`src/rtl/copro_pkg.sv`:
```
package copro_pkg;

   typedef enum logic [1:0] {
      OP_SELECT = 2'd0,
      OP_RESET  = 2'd1,
      OP_WPAIR  = 2'd2,
      OP_WREAD  = 2'd3
   } copro_op_e;

   typedef enum logic [1:0] {
      ST_IDLE = 2'd0,
      ST_REQ  = 2'd1,
      ST_REL  = 2'd2
   } xfer_st_e;

endpackage

```
`src/rtl/copro_area_lookup.sv`:
```
module copro_area_lookup #(
   parameter int NUM_AREAS = 3,
   parameter int ID_W      = 4,
   parameter int IDX_W     = 2
) (
   input  logic [NUM_AREAS-1:0]      res_valid,
   input  logic [NUM_AREAS*ID_W-1:0] res_id,
   input  logic [ID_W-1:0]           query,
   output logic                      hit,
   output logic [IDX_W-1:0]          idx
);
   // lowest-numbered matching area wins: scan downward, last match kept
   always_comb begin
      hit = 1'b0;
      idx = '0;
      for (int k = NUM_AREAS - 1; k >= 0; k--) begin
         if (res_valid[k] && (res_id[k*ID_W +: ID_W] == query)) begin
            hit = 1'b1;
            idx = IDX_W'(k);
         end
      end
   end
endmodule

```
`src/rtl/copro_phase_fsm.sv`:
```
module copro_phase_fsm
   import copro_pkg::*;
#(
   parameter int ID_W   = 4,
   parameter int DATA_W = 16,
   parameter int ADDR_W = 2,
   parameter int IDX_W  = 2
) (
   input  logic              clk,
   input  logic              rst_n,
   input  logic              cmd_valid,
   input  logic [1:0]        cmd_op,
   input  logic [ID_W-1:0]   cmd_id,
   input  logic [DATA_W-1:0] cmd_a,
   input  logic [DATA_W-1:0] cmd_b,
   output logic              cmd_ready,
   input  logic              rst_hit,
   input  logic [IDX_W-1:0]  rst_idx,
   input  logic              sel_hit,
   input  logic [IDX_W-1:0]  sel_idx,
   output logic [ID_W-1:0]   sel_id,
   input  logic              ack_t,
   input  logic [DATA_W-1:0] din_t,
   output logic [IDX_W-1:0]  route,
   output logic              bus_ce,
   output logic              bus_rw,
   output logic              bus_rst,
   output logic [ADDR_W-1:0] bus_addr,
   output logic [DATA_W-1:0] bus_dout,
   output logic              rd_valid,
   output logic [DATA_W-1:0] rd_data,
   output logic              op_err
);
   xfer_st_e          st;
   copro_op_e         op_q;
   copro_op_e         op_in;
   logic              phase;
   logic              sel_ok;
   logic [DATA_W-1:0] a_q;
   logic [DATA_W-1:0] b_q;

   assign op_in = copro_op_e'(cmd_op);

   always_ff @(posedge clk or negedge rst_n) begin
      if (!rst_n) begin
         st       <= ST_IDLE;
         op_q     <= OP_SELECT;
         phase    <= 1'b0;
         sel_ok   <= 1'b0;
         sel_id   <= '0;
         route    <= '0;
         a_q      <= '0;
         b_q      <= '0;
         rd_data  <= '0;
         rd_valid <= 1'b0;
         op_err   <= 1'b0;
      end else begin
         rd_valid <= 1'b0;
         op_err   <= 1'b0;
         unique case (st)
            ST_IDLE: begin
               if (cmd_valid) begin
                  op_q  <= op_in;
                  a_q   <= cmd_a;
                  b_q   <= cmd_b;
                  phase <= 1'b0;
                  unique case (op_in)
                     OP_SELECT: begin
                        sel_id <= cmd_id;
                        sel_ok <= 1'b1;
                     end
                     OP_RESET: begin
                        if (rst_hit) begin
                           route <= rst_idx;
                           st    <= ST_REQ;
                        end else begin
                           op_err <= 1'b1;
                        end
                     end
                     default: begin
                        if (sel_ok && sel_hit) begin
                           route <= sel_idx;
                           st    <= ST_REQ;
                        end else begin
                           op_err <= 1'b1;
                        end
                     end
                  endcase
               end
            end
            ST_REQ: begin
               if (ack_t) begin
                  if (op_q == OP_WREAD && phase) begin
                     rd_data  <= din_t;
                     rd_valid <= 1'b1;
                  end
                  st <= ST_REL;
               end
            end
            ST_REL: begin
               if (!ack_t) begin
                  if (op_q == OP_RESET || phase) begin
                     st <= ST_IDLE;
                  end else begin
                     phase <= 1'b1;
                     st    <= ST_REQ;
                  end
               end
            end
            default: st <= ST_IDLE;
         endcase
      end
   end

   assign cmd_ready = (st == ST_IDLE);
   assign bus_ce    = (st == ST_REQ);
   assign bus_rw    = bus_ce && (op_q == OP_WREAD) && phase;
   assign bus_rst   = bus_ce && (op_q == OP_RESET);

   always_comb begin
      bus_dout = '0;
      if (bus_ce && op_q != OP_RESET) begin
         if (!phase)                bus_dout = a_q;
         else if (op_q == OP_WPAIR) bus_dout = b_q;
      end
   end

   generate
      if (ADDR_W == 1) begin : g_addr_narrow
         assign bus_addr = bus_ce ? phase : 1'b0;
      end else begin : g_addr_wide
         assign bus_addr = bus_ce ? {{(ADDR_W-1){1'b0}}, phase} : '0;
      end
   endgenerate
endmodule

```
`src/rtl/copro_area_mux.sv`:
```
module copro_area_mux #(
   parameter int NUM_AREAS = 3,
   parameter int DATA_W    = 16,
   parameter int ADDR_W    = 2,
   parameter int IDX_W     = 2
) (
   input  logic [IDX_W-1:0]            route,
   input  logic                        bus_ce,
   input  logic                        bus_rw,
   input  logic                        bus_rst,
   input  logic [ADDR_W-1:0]           bus_addr,
   input  logic [DATA_W-1:0]           bus_dout,
   output logic                        ack_t,
   output logic [DATA_W-1:0]           din_t,
   input  logic [NUM_AREAS-1:0]        area_ack,
   input  logic [NUM_AREAS*DATA_W-1:0] area_din,
   output logic [NUM_AREAS-1:0]        area_ce,
   output logic [NUM_AREAS-1:0]        area_rw,
   output logic [NUM_AREAS-1:0]        area_rst,
   output logic [NUM_AREAS*ADDR_W-1:0] area_addr,
   output logic [NUM_AREAS*DATA_W-1:0] area_dout
);
   generate
      for (genvar k = 0; k < NUM_AREAS; k++) begin : g_area
         logic sel_k;
         assign sel_k       = bus_ce && (route == IDX_W'(k));
         assign area_ce[k]  = sel_k;
         assign area_rw[k]  = sel_k && bus_rw;
         assign area_rst[k] = sel_k && bus_rst;
         assign area_addr[k*ADDR_W +: ADDR_W] = sel_k ? bus_addr : '0;
         assign area_dout[k*DATA_W +: DATA_W] = sel_k ? bus_dout : '0;
      end
   endgenerate

   always_comb begin
      ack_t = 1'b0;
      din_t = '0;
      for (int k = 0; k < NUM_AREAS; k++) begin
         if (route == IDX_W'(k)) begin
            ack_t = area_ack[k];
            din_t = area_din[k*DATA_W +: DATA_W];
         end
      end
   end
endmodule

```
`src/rtl/copro_bridge.sv`:
```
module copro_bridge
   import copro_pkg::*;
#(
   parameter int NUM_AREAS = 3,
   parameter int ID_W      = 4,
   parameter int DATA_W    = 16,
   parameter int ADDR_W    = 2
) (
   input  logic                        clk,
   input  logic                        rst_n,
   input  logic                        cmd_valid,
   input  logic [1:0]                  cmd_op,
   input  logic [ID_W-1:0]             cmd_id,
   input  logic [DATA_W-1:0]           cmd_a,
   input  logic [DATA_W-1:0]           cmd_b,
   output logic                        cmd_ready,
   output logic                        rd_valid,
   output logic [DATA_W-1:0]           rd_data,
   output logic                        op_err,
   input  logic [NUM_AREAS-1:0]        res_valid,
   input  logic [NUM_AREAS*ID_W-1:0]   res_id,
   output logic [NUM_AREAS-1:0]        area_ce,
   output logic [NUM_AREAS-1:0]        area_rw,
   output logic [NUM_AREAS-1:0]        area_rst,
   output logic [NUM_AREAS*ADDR_W-1:0] area_addr,
   output logic [NUM_AREAS*DATA_W-1:0] area_dout,
   input  logic [NUM_AREAS-1:0]        area_ack,
   input  logic [NUM_AREAS*DATA_W-1:0] area_din
);
   localparam int IDX_W = (NUM_AREAS > 1) ? $clog2(NUM_AREAS) : 1;

   generate
      if (NUM_AREAS < 1 || NUM_AREAS > 64) begin : g_bad_areas
         $error("copro_bridge: NUM_AREAS must be 1..64");
      end
      if (ID_W < 1) begin : g_bad_id
         $error("copro_bridge: ID_W must be at least 1");
      end
      if (DATA_W < 1) begin : g_bad_data
         $error("copro_bridge: DATA_W must be at least 1");
      end
      if (ADDR_W < 1) begin : g_bad_addr
         $error("copro_bridge: ADDR_W must be at least 1");
      end
   endgenerate

   logic              rst_hit, sel_hit;
   logic [IDX_W-1:0]  rst_idx, sel_idx, route;
   logic [ID_W-1:0]   sel_id;
   logic              ack_t;
   logic [DATA_W-1:0] din_t;
   logic              bus_ce, bus_rw, bus_rst;
   logic [ADDR_W-1:0] bus_addr;
   logic [DATA_W-1:0] bus_dout;

   copro_area_lookup #(.NUM_AREAS(NUM_AREAS), .ID_W(ID_W), .IDX_W(IDX_W)) u_rst_lookup (
      .res_valid (res_valid),
      .res_id    (res_id),
      .query     (cmd_id),
      .hit       (rst_hit),
      .idx       (rst_idx)
   );

   copro_area_lookup #(.NUM_AREAS(NUM_AREAS), .ID_W(ID_W), .IDX_W(IDX_W)) u_sel_lookup (
      .res_valid (res_valid),
      .res_id    (res_id),
      .query     (sel_id),
      .hit       (sel_hit),
      .idx       (sel_idx)
   );

   copro_phase_fsm #(.ID_W(ID_W), .DATA_W(DATA_W), .ADDR_W(ADDR_W), .IDX_W(IDX_W)) u_fsm (
      .clk       (clk),
      .rst_n     (rst_n),
      .cmd_valid (cmd_valid),
      .cmd_op    (cmd_op),
      .cmd_id    (cmd_id),
      .cmd_a     (cmd_a),
      .cmd_b     (cmd_b),
      .cmd_ready (cmd_ready),
      .rst_hit   (rst_hit),
      .rst_idx   (rst_idx),
      .sel_hit   (sel_hit),
      .sel_idx   (sel_idx),
      .sel_id    (sel_id),
      .ack_t     (ack_t),
      .din_t     (din_t),
      .route     (route),
      .bus_ce    (bus_ce),
      .bus_rw    (bus_rw),
      .bus_rst   (bus_rst),
      .bus_addr  (bus_addr),
      .bus_dout  (bus_dout),
      .rd_valid  (rd_valid),
      .rd_data   (rd_data),
      .op_err    (op_err)
   );

   copro_area_mux #(.NUM_AREAS(NUM_AREAS), .DATA_W(DATA_W), .ADDR_W(ADDR_W), .IDX_W(IDX_W)) u_mux (
      .route     (route),
      .bus_ce    (bus_ce),
      .bus_rw    (bus_rw),
      .bus_rst   (bus_rst),
      .bus_addr  (bus_addr),
      .bus_dout  (bus_dout),
      .ack_t     (ack_t),
      .din_t     (din_t),
      .area_ack  (area_ack),
      .area_din  (area_din),
      .area_ce   (area_ce),
      .area_rw   (area_rw),
      .area_rst  (area_rst),
      .area_addr (area_addr),
      .area_dout (area_dout)
   );
endmodule

```
`config.mk`:
```
export PLATFORM = sky130hd
export DESIGN_NAME = copro_bridge
export DESIGN_NICKNAME = d
export VERILOG_FILES = /design/src/rtl/copro_pkg.sv /design/src/rtl/copro_area_lookup.sv /design/src/rtl/copro_phase_fsm.sv /design/src/rtl/copro_area_mux.sv /design/src/rtl/copro_bridge.sv
export SDC_FILE = /design/constraint.sdc
export NUM_CORES = 1
export LEC_CHECK = 0
export CORE_ASPECT_RATIO = 2
export CORE_MARGIN = 2
export CORE_UTILIZATION = 40
export CTS_CLUSTER_DIAMETER = 30
export CTS_CLUSTER_SIZE = 40
export DETAILED_ROUTE_END_ITERATION = 6
export MAX_ROUTING_LAYER = met4
export PLACE_DENSITY = 0.81
export SLEW_MARGIN = 40
export SYNTH_ARGS = -nofsm -noshare
export SYNTH_HDL_FRONTEND = slang
export SYNTH_SLANG_ARGS = --single-unit
```
`constraint.sdc`:
```
create_clock -name clk -period 2.54 [get_ports clk]
set_input_delay 0.635 -clock clk [delete_from_list [all_inputs] [get_ports clk]]
set_output_delay 0.635 -clock clk [all_outputs]
set_load 0.05 [all_outputs]
```
==> out/summary.md, run 1 <==
The tools report the endpoint class of the critical path as a primary output. Once detail routing completed, the nets flagged for antenna violations numbered 0. The tools report the gate count after technology mapping as 461. The area growth from synthesis to final layout was 83.4%; the switching portion of total power was 42.0%. The library cell with the highest instance count after synthesis was sky130_fd_sc_hd__nand2_1.

For the pin with the worst max-slew slack, the measured transition is 0.657 ns. The run gives 0.00364 mm2 as the total standard cell area after synthesis. In this run the power spent charging and discharging nets is 2280 uW.

Summing all non-filler instances in the final layout gives an area of 0.00668 mm2. The worst pin sits at a relative slew slack of 56.1%. The worst IR drop on VDD is 0.733 mV, and the maximum clock skew at final layout is 0.00502 ns. The tools report the area used by multi-input combinational logic as 0.00211 mm2. The vias per cell was 5.16; the count of clock tree sinks was 62.

The repair_antennas step left the layout with diodes totalling 0. The count of filler cells inserted in the layout was 620; the sequential share of power was 30.9%. The clock period could shrink to 2.49 ns. Among cell families on the critical path, the largest total delay comes from simple AND/OR/NAND/NOR gates. For the largest net degree at the start of global routing, the log shows 63. The clock tree synthesis step divided the H-tree into 3 levels. By startpoint and endpoint, the worst setup path is classified as reg2out. The tools report the share of total power in the clock network as 21.4%. The run gives 5 as the number of search-and-repair iterations in the first detailed-routing pass. Registers take 0.00155 mm2. STA classifies the critical path startpoint as a flop.

Number of hold violations in the final report: 0. The tools report the total negative slack for setup checks as 0 ns. For this run, the post-layout net count is 756. The routed length per placed instance is 16.6 um, and the overall routed net length is 12500 um.

Each instance of the synthesized netlist takes up on average 7.90 um2. The data required time at the worst endpoint is 1.90 ns. Of all cell types, the one taking the most synthesized area is sky130_fd_sc_hd__dfrtp_1.

The flip-flop and latch count after synthesis is 62. The critical path buffer and inverter count came out at 2. Counting flops with a built-in enable in the synthesized netlist gives 0. The type of the tightest min-delay check is in2async. Among the stages of the critical path, the cell type that occurs most often is sky130_fd_sc_hd__nor2_2. The internal power of the cells totals 3160 uW.

The logs give 3886 for the vias after detailed routing and 0.00282 uW for the standby leakage power. The overflow left after global routing is 0. The run finished with clean final reports.

Counting instances in the post-synthesis netlist gives the leading cell types as sky130_fd_sc_hd__nand2_1, sky130_fd_sc_hd__nor2_1, sky130_fd_sc_hd__dfrtp_1. Measured along the y axis, the die boundary spans 139 um. The number of buffers inserted during clock tree synthesis came out at 9.

Along the worst path, the maximum fanout reaches 16. Summed over its instances, the top area cell type makes up 42.6% of the synthesized netlist area. The tools report the final setup violation count as 0.

On the final layout, the worst hold slack is 0.309 ns. The tools report the half-perimeter wire length after detailed placement as 9470 um. At the end of routability-driven placement, the weighted congestion stood at 0.931.

TritonCTS built the clock tree. From left edge to right edge, the die measures 71.5 um. The total power per unit cell area was 814 mW/mm2; the number of antenna violations at the first check in global routing was 0. In this run, distinct cell masters in the synthesized netlist total 35. The logs give 19700 um for the wire length of the first global-routing pass and 26.1% for the total routing resource utilization after global routing. After synthesis, flip-flops and latches occupy 42.6% of the total area. In the final layout, the share of cells above drive strength 1 is 23.7%. The first routing iteration left 250 violations.

Input and output buffers added on the ports amount to 185. At the later pin of the worst-skew pair, clock insertion delay measures 0.33 ns. The dominant register cell in the synthesized netlist was sky130_fd_sc_hd__dfrtp_1.

The count of boundary I/O pins came out at 189. Buffers inserted to repair hold after CTS numbered 0. The logs give 0.00895 mm2 for the area inside the core boundary and 5440 uW for the overall power after layout. The run gives 2 as the maximum clock path buffer count.

After floorplanning, the core was divided into 49 placement rows. Across the run, the number of max-cap violations was 0. The via count of the first global-routing pass was 4106.

Counting flops with an async set or reset pin after synthesis yields a share of 100%. The root buffer cell chosen for the clock tree is sky130_fd_sc_hd__clkbuf_16. Based on the critical path, the design can be clocked at up to 401 MHz.

For this configuration, the core starts out at a cell density of 40.7%. Setup repair after global routing could not meet its margin everywhere. The remaining routing DRC violations is 0. In the finished design, the share of the clock period the worst path needs comes to 98.1%.

After synthesis, the cell types taking the most area are sky130_fd_sc_hd__dfrtp_1, sky130_fd_sc_hd__nand2_1, sky130_fd_sc_hd__nor2_1. For this design, the slowest cell found on the critical path is sky130_fd_sc_hd__dfrtp_1. Per report_power, the combinational group accounts for 47.7% of the total. The clock-pin slew on the worst setup and hold paths is 0.05 ns, and the total placed instance area is 0.00625 mm2. Traced cell by cell, the critical path runs through nand2b_4 -> nor2_2 -> nand2_1 -> buf_4 -> nor2_2 -> buf_12.

At the worst endpoint, the arrival time is 1.86 ns. During synthesis, Yosys emitted a total of 0 warnings. The tools report the final-report max-slew violation count as 0. The delay of the slowest cell on the worst path came out at 0.45 ns.

The total setup buffers inserted after CTS was 0. The area enclosed by the die boundary was 0.00993 mm2.
==> layer usage <==
layer	share of wire, %	vias up	GRT usage (%)
met5	0	-	-
met1	34	1832	25.8
met4	5.8	0	15.9
li1	-	1859	-
met2	56	144	45.8
met3	4.8	51	4.80
==> worst reg2reg max path: stages (launching register included) <==
cell	delay, ns
sky130_fd_sc_hd__dfrtp_1	0.43
sky130_fd_sc_hd__buf_4	0.35
sky130_fd_sc_hd__mux2i_1	0.15
sky130_fd_sc_hd__nor2_1	0.13
sky130_fd_sc_hd__a21oi_2	0.10
sky130_fd_sc_hd__nor2_4	0.56
sky130_fd_sc_hd__nor2_1	0.09
sky130_fd_sc_hd__a21oi_1	0.15
==> state kept, by name (all words and copies together) (netlist names) <==
signal          flops
u_fsm.a_q          16
u_fsm.b_q          16
u_fsm.op_err        1
u_fsm.op_q          2
u_fsm.phase         1
u_fsm.rd_data      16
u_fsm.rd_valid      1
u_fsm.route         2
u_fsm.sel_id        4
u_fsm.sel_ok        1
u_fsm.st            2
==> power by group through the flow <==
stage | combinational (uW) | sequential, uW | clock (uW)
final | 2600 | 1680 | 1160
after global routing | 2810 | 1730 | 1220
after CTS | 2530 | 1670 | 1180
after detailed placement | 2460 | 1680 | 0
after global placement | 2380 | 1650 | 0
after floorplan | 1360 | 1880 | 0
==> layout by cell type (no fill, tap or decap), types with 2 or more instances in the layout <==
cell type,instances
sky130_fd_sc_hd__nor2_1,50
sky130_fd_sc_hd__mux2_1,5
sky130_fd_sc_hd__clkdlybuf4s50_1,124
sky130_fd_sc_hd__nor3_2,2
sky130_fd_sc_hd__buf_12,60
sky130_fd_sc_hd__nor4_2,5
sky130_fd_sc_hd__nor4_4,2
sky130_fd_sc_hd__o21ai_0,2
sky130_fd_sc_hd__and2_1,4
sky130_fd_sc_hd__nor2_2,37
sky130_fd_sc_hd__xor2_1,15
sky130_fd_sc_hd__conb_1,3
sky130_fd_sc_hd__nand2b_1,4
sky130_fd_sc_hd__nor3_1,3
sky130_fd_sc_hd__nor2_4,7
sky130_fd_sc_hd__nor2b_1,18
sky130_fd_sc_hd__dfrtp_1,62
sky130_fd_sc_hd__mux2i_1,18
sky130_fd_sc_hd__buf_4,19
sky130_fd_sc_hd__nand2_1,116
sky130_fd_sc_hd__clkbuf_16,9
sky130_fd_sc_hd__a21oi_1,53
sky130_fd_sc_hd__xnor2_1,9
sky130_fd_sc_hd__inv_1,3
sky130_fd_sc_hd__a21oi_2,3
==> path summary, 6_finish.rpt <==
| check | start | endpoint | slack (ns) | cells after the start |
|---|---|---|---|---|
| max in group asynchronous | rst_n | u_fsm.b_q[6] | 1.96 | 2 |
| min in group clk | u_fsm.a_q[13] | u_fsm.a_q[13] | 0.46 | 2 |
| hold reg to reg | u_fsm.a_q[13] | u_fsm.a_q[13] | 0.46 | 2 |
| setup reg to reg | u_fsm.route[1] | u_fsm.rd_data[3] | 0.49 | 7 |
| hold / removal | rst_n | u_fsm.sel_id[2] | 0.31 | 2 |
| setup / recovery | u_fsm.st[1] | area_dout[31] | 0.05 | 6 |
==> kinds of logic after synthesis <==
group | after synthesis | synth area share, %
xor+xnor | 24 | 5.77
buf+inv | 33 | 4.36
flops | 62 | 42.6
compound gates | 61 | 8.76
simple gates | 257 | 31.9
mux | 23 | 6.49
other cells | 1 | 0.103
==> final cells by class <==
cell class	instances	share of cell area [%]
timing repair buffer	205	38.9
multi-input combinational	368	31.6
sequential	62	23.2
clock buffer	11	3.63
tap	102	1.91
clock inverter	2	0.524
inverter	3	0.169
==> timing repair <==
item	4_1_cts	5_1_grt
setup endpoints to repair	52	47
gates cloned	0	0
resized for setup	16	34
==> through the flow <==
stage	setup slack, ns	utilization [%]	std cells
global placement	-0.0598	69.8	740
finish	0.0487	74.7	753
detailed placement	-0.140	69.8	740
CTS	0.0260	73.5	753
floorplan	-0.0781	-	463
global route	-0.0234	74.7	753
No activity file was read; power rests on OpenSTA's default activity.
==> run 2: changes to the inputs <==
- MAX_ROUTING_LAYER: met4 -> unset
==> run 2 against run 1 <==
  * Total power is 0.80% lower
  * Final area is 0.84% lower
  * Setup slack better by 0.020 ns
  * Routed wire length decreased by 1.8%
  * Sequential power hardly changed
  * Critical endpoint is now area_dout[27]
==> out/summary.md, run 2 (synthesized netlist as in run 1, its figures left out) <==
The count of input and output buffers is 185 (unchanged), and the net count reported at finish is 756 (unchanged). For the overall routed net length, the log shows 12300 um (was 12500 um). The type of the tightest min-delay check is in2async (unchanged). The tools report the wire length of the first global-routing pass as 19800 um (was 19700 um).

The run gives 0.00895 mm2 (unchanged) as the area inside the core boundary. The run gives 0 (unchanged) as the final setup violation count. The run finished with clean final reports. The worst-case reg-to-reg path depth is 7 (unchanged), and the number of antenna violations at the first check in global routing is 0 (unchanged). The slew of the pin with the lowest slew margin came out at 0.680 ns (was 0.657 ns). The number of buffers inserted during clock tree synthesis was 9 (unchanged).

The count of clock tree sinks was 62 (unchanged); the vias after detailed routing was 3842 (was 3886). The effective utilization at floorplan was 40.7% (unchanged); the clock-pin slew on the worst setup and hold paths was 0.05 ns (about the same). The number of search-and-repair iterations in the first detailed-routing pass was 4 (was 5); the die extent in y was 139 um (unchanged).

The delay of the slowest cell on the worst path was 0.43 ns (was 0.45 ns); the smallest hold slack was 0.298 ns (was 0.309 ns). The data required time at the worst endpoint is 1.90 ns (about the same), and the final antenna-violating net count is 0 (unchanged). The final-report max-slew violation count was 0 (unchanged). The tools report the buffer cell driving the clock tree root as sky130_fd_sc_hd__clkbuf_16 (unchanged).

The x dimension of the die is 71.5 um (unchanged). The logs give 0.47 ns (was 0.49 ns) for the register-to-register setup slack and 0 (unchanged) for the total setup buffers inserted after CTS. The run gives 0.613 mV (was 0.733 mV) as the worst IR drop on VDD.

The area growth from synthesis to final layout was 81.9% (was 83.4%). The run gives 232 (was 250) as the initial detailed-routing violation count. The worst-path cell with the longest stage delay is sky130_fd_sc_hd__a21oi_1 (was sky130_fd_sc_hd__dfrtp_1). For the count of placed standard cells including taps, the log shows 740 (unchanged). Setup repair after global routing could not meet its margin everywhere.

The run gives 0.00837 ns (was 0.00502 ns) as the maximum clock skew at final layout. Overall power after layout: 5400 uW (was 5440 uW). Total negative slack for setup checks: 0 ns (unchanged). The routed length per placed instance came out at 16.3 um (was 16.6 um). Standby leakage power: 0.00283 uW (was 0.00282 uW). Half-perimeter wire length after detailed placement: 9440 um (was 9470 um).

The leading cell type in the layout, fill and taps excluded was sky130_fd_sc_hd__clkdlybuf4s50_1 (unchanged). The portion of the clock cycle consumed by the worst path in the final layout was 97.3% (was 98.1%). Endpoint class of the critical path: a primary output (unchanged). Cells along the critical path: nand2_1 -> nor2_1 -> buf_4 -> a21oi_1 -> nor2_1 -> buf_12 (was nand2b_4 -> nor2_2 -> nand2_1 -> buf_4 -> nor2_2 -> buf_12). Clock network latency to the later pin of the worst-skew pair: 0.33 ns (about the same).

The start-to-end type of the worst setup path was reg2out (unchanged). The kind of launch point of the worst setup path is a flop (unchanged). The start point of the critical path was u_fsm.op_q[1] (was u_fsm.st[1]). The cell occurring most often along the worst timing path was sky130_fd_sc_hd__nor2_1 (was sky130_fd_sc_hd__nor2_2). The largest fanout on the critical path is 16 (unchanged), and the maximum clock frequency is 405 MHz (was 401 MHz). The total number of placement rows was 49 (unchanged); the area enclosed by the die boundary was 0.00993 mm2 (unchanged). The logs give 0.917 (was 0.931) for the placer's final routability congestion estimate and 25.5% (was 26.1%) for the total routing resource utilization after global routing.

The remaining routing DRC violations was 0 (unchanged); the final critical-path required period was 2.47 ns (was 2.49 ns). The overflow left after global routing is 0 (unchanged). The number of hold violations in the final report was 0 (unchanged); the quantity of hold-fixing buffers added after cts was 0 (unchanged).

Largest registers: u_fsm.a_q x16, u_fsm.b_q x16, u_fsm.rd_data x16 (unchanged). The reg-to-reg critical path startpoint is u_fsm.route[1] (unchanged). The final instance count without filler cells came out at 755 (was 753).

The vias per cell works out to 5.09 (was 5.16). TritonCTS built the clock tree. The count of boundary I/O pins is 189 (unchanged), and the level count of the clock H-tree is 3 (unchanged).

Most frequent cells in the layout: sky130_fd_sc_hd__clkdlybuf4s50_1, sky130_fd_sc_hd__nand2_1, sky130_fd_sc_hd__dfrtp_1 (unchanged). Largest net degree at the start of global routing: 63 (unchanged). The max-cap violation count is 0 (unchanged), and the total power per unit cell area is 815 mW/mm2 (was 814 mW/mm2). Ratio of cells with drive above 1 in the final layout: 22.4% (was 23.7%). Maximum clock path buffer count: 2 (unchanged). The run gives 4057 (was 4106) as the via count of the first global-routing pass.

The arrival time at the worst endpoint is 1.84 ns (was 1.86 ns), and the worst slew margin relative to its limit is 54.6% (was 56.1%). The count of inserted antenna diode cells is 0 (unchanged).
==> run 2: report_power, final <==
| part | switching (uW) | internal (uW) |
|---|---|---|
| Clock | 407 | 775 |
| Combinational | 1550 | 985 |
| Sequential | 283 | 1400 |
| Total | 2240 | 3160 |
==> run 2: repair_timing <==
item / CTS / global route
gates cloned: 0 / 0
pin swaps: 0 / 0
endpoints found under the setup margin: 51 / 48
gates resized for setup: 6 / 26
==> run 2: layout make-up <==
type	count	area, um2
clock inverter	4	47.5
clock buffer	11	243
inverter	3	11.3
tap	102	128
multi-input combinational	368	2050
sequential	62	1550
fill	644	2320
timing repair buffer	205	2600
==> run 2: critical path: cells and delay by family, from the launching register on <==
family          cells  cell delay [ns]
buf+inv             2             0.37
simple gates        3             0.29
compound gates      1             0.43
flops               1             0.40
==> run 2: path summary, 6_finish.rpt <==
check | endpoint
worst max-delay path | area_dout[27]
worst min-delay path | u_fsm.rd_data[1]
worst max register to register | u_fsm.rd_data[15]
worst min register to register | u_fsm.a_q[2]
max in group asynchronous | u_fsm.st[1]
min in group clk | u_fsm.a_q[2]
==> run 2: through the flow <==
step                utilization [%]  setup WS (ns)  instance area (um2)
global placement               69.8        -0.0689                 6250
detailed placement             69.8         -0.162                 6250
global route                   74.0        -0.0288                 6630
CTS                            73.3         0.0409                 6560
finish                         74.0         0.0689                 6630
floorplan                         -        -0.0781                 3670
==> run 2: per-layer routing <==
| layer | share of wire (%) | vias up | wire length [um] | track usage, % |
|---|---|---|---|---|
| met2 | 57 | 147 | 7000 | 47.1 |
| met5 | 0 | - | 0 | 0 |
| met1 | 34 | 1792 | 4120 | 25.9 |
| li1 | - | 1864 | - | - |
| met3 | 5.4 | 39 | 666 | 4.94 |
| met4 | 4.1 | 0 | 506 | 13.4 |
==> run 3: changes to the inputs <==
- MAX_ROUTING_LAYER: unset -> met4
==> results of run 3 <==
Same layout as run 1: the final DEF is identical, and so are final timing and power.
